`config.mk`:
```
export PLATFORM = sky130hd
export DESIGN_NAME = sr_sequencer
export DESIGN_NICKNAME = d
export VERILOG_FILES = /design/src/rtl/sr_sequencer.sv
export SDC_FILE = /design/constraint.sdc
export NUM_CORES = 1
export LEC_CHECK = 0
export ABC_AREA = 1
export BUFFER_PORTS_ARGS = -buffer_cell sky130_fd_sc_hd__buf_2
export CORE_MARGIN = 1.5
export CORE_UTILIZATION = 54
export DETAILED_ROUTE_END_ITERATION = 8
export HOLD_SLACK_MARGIN = 0.03
export PLACE_DENSITY = 0.76
export SETUP_SLACK_MARGIN = 0.05
export SLEW_MARGIN = 20
export SYNTH_ARGS = -nofsm -noshare
export SYNTH_HDL_FRONTEND = slang
export SYNTH_SLANG_ARGS = --single-unit
```
`constraint.sdc`:
```
create_clock -name clk -period 1.9 [get_ports clk]
set_input_delay 0.19 -clock clk [delete_from_list [all_inputs] [get_ports clk]]
set_output_delay 0.19 -clock clk [all_outputs]
set_load 0.005 [all_outputs]
```
`src/rtl/sr_sequencer.sv`:
```
module sr_sequencer #(
  parameter int PHY_WAIT   = 2048,
  parameter int SLAVE_WAIT = 512
) (
  input  logic       clk,
  input  logic       rst_n,
  input  logic       sleep_req,
  input  logic [1:0] sleep_type,
  input  logic       mem_ddr2,
  input  logic       sr_entered,
  input  logic       mrs_done,
  output logic       sleep_ack,
  output logic       sr_enter,
  output logic       phy_sync,
  output logic       dram_dll_set,
  output logic       mrs_cmd,
  output logic       dram_dll_clr,
  output logic       phy_dll_rst,
  output logic       slave_upd,
  output logic       access_block
);

  localparam int MAXW = (PHY_WAIT > SLAVE_WAIT) ? PHY_WAIT : SLAVE_WAIT;
  localparam int CW   = $clog2(MAXW + 1);
  localparam logic [CW-1:0] PHY_LAST   = CW'(PHY_WAIT - 1);
  localparam logic [CW-1:0] SLAVE_LAST = CW'(SLAVE_WAIT - 1);

  typedef enum logic [3:0] {
    S_IDLE, S_ENTER, S_WENT, S_SR, S_SYNC, S_DSET, S_MRS, S_MRSW,
    S_DCLR, S_PDLL, S_UPDW, S_UPD2
  } st_t;

  st_t state, state_nxt;
  logic [CW-1:0] cnt;

  always_comb begin
    state_nxt = state;
    case (state)
      S_IDLE:  if (sleep_req && sleep_type == 2'd0) state_nxt = S_ENTER;
      S_ENTER: state_nxt = S_WENT;
      S_WENT:  if (sr_entered) state_nxt = S_SR;
      S_SR:    if (!sleep_req) state_nxt = S_SYNC;
      S_SYNC:  state_nxt = mem_ddr2 ? S_DSET : S_PDLL;
      S_DSET:  state_nxt = S_MRS;
      S_MRS:   state_nxt = S_MRSW;
      S_MRSW:  if (mrs_done) state_nxt = S_DCLR;
      S_DCLR:  state_nxt = S_PDLL;
      S_PDLL:  if (cnt == PHY_LAST) state_nxt = S_UPDW;
      S_UPDW:  if (cnt == SLAVE_LAST) state_nxt = S_UPD2;
      S_UPD2:  state_nxt = S_IDLE;
      default: state_nxt = S_IDLE;
    endcase
  end

  always_ff @(posedge clk) begin
    if (!rst_n) begin
      state <= S_IDLE;
      cnt   <= '0;
    end else begin
      state <= state_nxt;
      cnt   <= (state_nxt != state) ? '0 : cnt + 1'b1;
    end
  end

  assign sleep_ack    = !(state inside {S_IDLE, S_ENTER, S_WENT});
  assign sr_enter     = (state == S_ENTER);
  assign phy_sync     = (state == S_SYNC);
  assign dram_dll_set = (state == S_DSET);
  assign mrs_cmd      = (state == S_MRS);
  assign dram_dll_clr = (state == S_DCLR);
  assign access_block = (state == S_PDLL);
  assign phy_dll_rst  = (state == S_PDLL) && (cnt == '0);
  assign slave_upd    = ((state == S_UPDW) && (cnt == '0)) || (state == S_UPD2);

  p_strobe_onehot_r11: assert property (@(posedge clk) disable iff (!rst_n)
    $onehot0({sr_enter, phy_sync, dram_dll_set, mrs_cmd, dram_dll_clr, phy_dll_rst, slave_upd}));
  p_enter_single_r11: assert property (@(posedge clk) disable iff (!rst_n)
    sr_enter |=> !sr_enter);
  p_upd_single_r11: assert property (@(posedge clk) disable iff (!rst_n)
    slave_upd |=> !slave_upd);
  p_enter_type_r2: assert property (@(posedge clk) disable iff (!rst_n)
    sr_enter |-> ($past(sleep_type) == 2'd0) && $past(sleep_req));
  p_sync_first_r4: assert property (@(posedge clk) disable iff (!rst_n)
    phy_sync |-> $past(sleep_ack) && !$past(sleep_req));
  p_lp_skip_r6: assert property (@(posedge clk) disable iff (!rst_n)
    (mrs_cmd || dram_dll_set || dram_dll_clr) |-> mem_ddr2);
  p_block_then_upd_r8: assert property (@(posedge clk) disable iff (!rst_n)
    $fell(access_block) |-> slave_upd);
  p_ack_fall_r9: assert property (@(posedge clk) disable iff (!rst_n)
    $fell(sleep_ack) |-> $past(slave_upd));

endmodule

```
==> results.cfg <==
[route]
avgViaCountPerCell = 5.00
first_pass_iters = 4
wl_per_cell_um = 10.5
detail-route-antenna-nets = 0
initialDrtViolationCount = 21
remaining_drc_errors = 0
wirelength_um = 1990
num_vias = 945

[pwr]
p_leak_nw = 0.518
ir_worst_vdd_mv = 0.564
power_frac_seq = 0.578
p_int_mw = 0.453
pwr-share-comb = 0.147
p_clk_frac = 0.274
switching_share = 0.259
power_density_mw_per_mm2 = 532
power.switching_mw = 0.158

[logic_synthesis]
yosys-top-cells-area = dfxtp_1, nor2_2, nor2_1, nand2_1, inv_1
synth-seq-cells = 16
async_flop_share = 0
yosysWarnings = 0
yosys_most_used_dff = dfxtp_1
syn_avg_cell_area_um2 = 6.95
synth_edf_count = 0
synth_top_area_frac = 0.318
synth.most_common_cell = nor2_1
ys_seq_area_frac = 0.318
syn_inst = 145
syn_nets = 155
synth_area_leader_cell = dfxtp_1
synth.distinct_cells = 23
ys_top_cells_by_count = nor2_1, nand2_1, inv_1, dfxtp_1, nor2_2
netlist_area_mm2 = 0.00101

[hold_path]
hp-start = rst_n
hold_class = input pin to flop
worstHoldEndpoint = state[0]
hold_path_depth = 3

[timing]
setup_viol = 0
fmax_mhz = 578
slew_headroom = 0.665
finalClockSkew_ns = 0.00466
period_share = 0.911
hold_violations = 0
fin_crit_ns = 1.73
fin_setup_tns_ns = 0
maxSlewViolCount = 0
tightest_slew_ns = 0.498
rsz0062_at_grt = no

[setup_path]
regToRegEndpoint = cnt[5]
cp.arrival_ns = 1.54
cp_max_fo = 4
crit_path_start_kind = flop
required_ns = 1.71
reg2reg_slack_ns = 0.22
regToRegStartpoint = cnt[0]
r2r_cells = 11
path_class = flop to output pin
end_kind = output pin

[die]
boundaryPins = 17
die_w_um = 46.2
coreArea_mm2 = 0.00175
die_y_um = 46.2
die-area_mm2 = 0.00213
initial_core_util = 0.577
num_rows = 15

[final_layout]
stdcell_count = 189
diodes = 0
area.growth.synth_to_final_pct = 14.0
fin_util = 0.658
nets = 176
layout-drive-gt1-share = 0.323

[clock_network]
cts_root_buf = clkbuf_4
numCtsBuffers = 3
cts.clk_slew.worst_paths_ns = 0.08
clk_path_buf_depth = 2
clock-sinks = 16
insertion_delay_ns = 0.28
cts_tree = built
h-tree-depth = 1

[grt]
grt_pass1_wl_um = 3120
grt.overflow.total = 0
grt_pass1_vias = 764
antenna_found_initial = 0
grt_max_degree = 13
grtUsageTotal = 0.205

[status]
outcome = complete, no violations

[place]
place_hpwl_um = 1640
io_buffers = 16
gp_congestion = 0.842
dp.cells = 186

[flow_run]
drv_cap = 0
cells by family (layout without fill, tap and decap cells):
logic type | count (synthesis) | count (layout) | synth area share
simple gates | 84 | 84 | 0.422
buf+inv | 24 | 43 | 0.0969
flops | 16 | 16 | 0.318
compound gates | 10 | 10 | 0.0596
xor+xnor | 9 | 9 | 0.0783
fa+ha+maj | 2 | 2 | 0.0248
state kept, by name, summed over array words and instances (netlist names):
register / count
state: 4
cnt: 12
worst max-delay path by stage:
stage / start / endpoint / slack, ns / cells after the start
2_1_floorplan: cnt[0] / cnt[2] / 0.35 / 11
3_3_place_gp: cnt[0] / cnt[4] / 0.23 / 11
3_5_place_dp: cnt[0] / cnt[5] / 0.14 / 11
4_1_cts: cnt[0] / cnt[5] / 0.12 / 11
5_1_grt: cnt[0] / slave_upd / 0.02 / 7
6_report: cnt[0] / slave_upd / 0.17 / 7
cell type report:
| class | instances | area (um^2) |
|---|---|---|
| Timing Repair Buffer | 17 | 91.3 |
| Clock buffer | 3 | 22.5 |
| Tap cell | 25 | 31.3 |
| Sequential cell | 16 | 320 |
| Multi-Input combinational cell | 105 | 597 |
| Fill cell | 175 | 597 |
| Inverter | 23 | 86.3 |
worst max-delay path, stage by stage (launching register included):
cell and delay (ns):
dfxtp_1 0.35, inv_1 0.08, ha_1 0.15, nand2_1 0.05, nor3_1 0.15, nand3_1 0.15
a211oi_2 0.19, buf_2 0.13
layer usage:
| layer | vias to the layer above | global-route usage | share of wire |
|---|---|---|---|
| met5 | - | 0 | 0 |
| li1 | 493 | - | - |
| met2 | 36 | 0.297 | 0.43 |
| met4 | 0 | 0.0514 | 0.0070 |
| met3 | 2 | 0.0588 | 0.086 |
| met1 | 414 | 0.295 | 0.47 |
cells in the final DEF (no fill, tap or decap), types with 2 or more instances in the layout:
cell type | Yosys | final
xnor2_1 | 2 | 2
nand3_2 | 3 | 3
buf_2 | 0 | 16
nand4_1 | 2 | 2
nand2_2 | 5 | 5
clkbuf_4 | 0 | 3
inv_1 | 17 | 17
a21oi_1 | 4 | 4
nand2_1 | 21 | 21
xor2_1 | 7 | 7
nand3_1 | 7 | 7
o21ai_0 | 2 | 2
dfxtp_1 | 16 | 16
nor2_2 | 14 | 15
nor3_1 | 6 | 6
ha_1 | 2 | 2
nor2_1 | 23 | 22
inv_2 | 6 | 6
metrics by stage:
| stage | power (mW) | setup slack, ns | instance area [um^2] | hold WS, ns |
|---|---|---|---|---|
| after floorplan | 0.426 | 0.349 | 1010 | 0.288 |
| after global placement | 0.446 | 0.234 | 1110 | 0.415 |
| after detailed placement | 0.448 | 0.140 | 1110 | 0.412 |
| after CTS | 0.614 | 0.122 | 1140 | 0.121 |
| after global routing | 0.648 | 0.0159 | 1150 | 0.133 |
| final | 0.611 | 0.169 | 1150 | 0.128 |
what timing repair did:
item | 4_1_cts | 5_1_grt
resized for setup | 0 | 3
hold buffers | 0 | 0
endpoints found under the setup margin | 0 | 13
setup buffers | 0 | 0
power by group through the flow:
| stage | clock network [mW] | registers, mW | logic (mW) |
|---|---|---|---|
| after floorplan | 0 | 0.360 | 0.0663 |
| after global placement | 0 | 0.361 | 0.0849 |
| after detailed placement | 0 | 0.362 | 0.0868 |
| after CTS | 0.173 | 0.354 | 0.0872 |
| after global routing | 0.192 | 0.355 | 0.101 |
| final | 0.168 | 0.354 | 0.0902 |
Note: power is estimated with default switching activity, not from simulation.
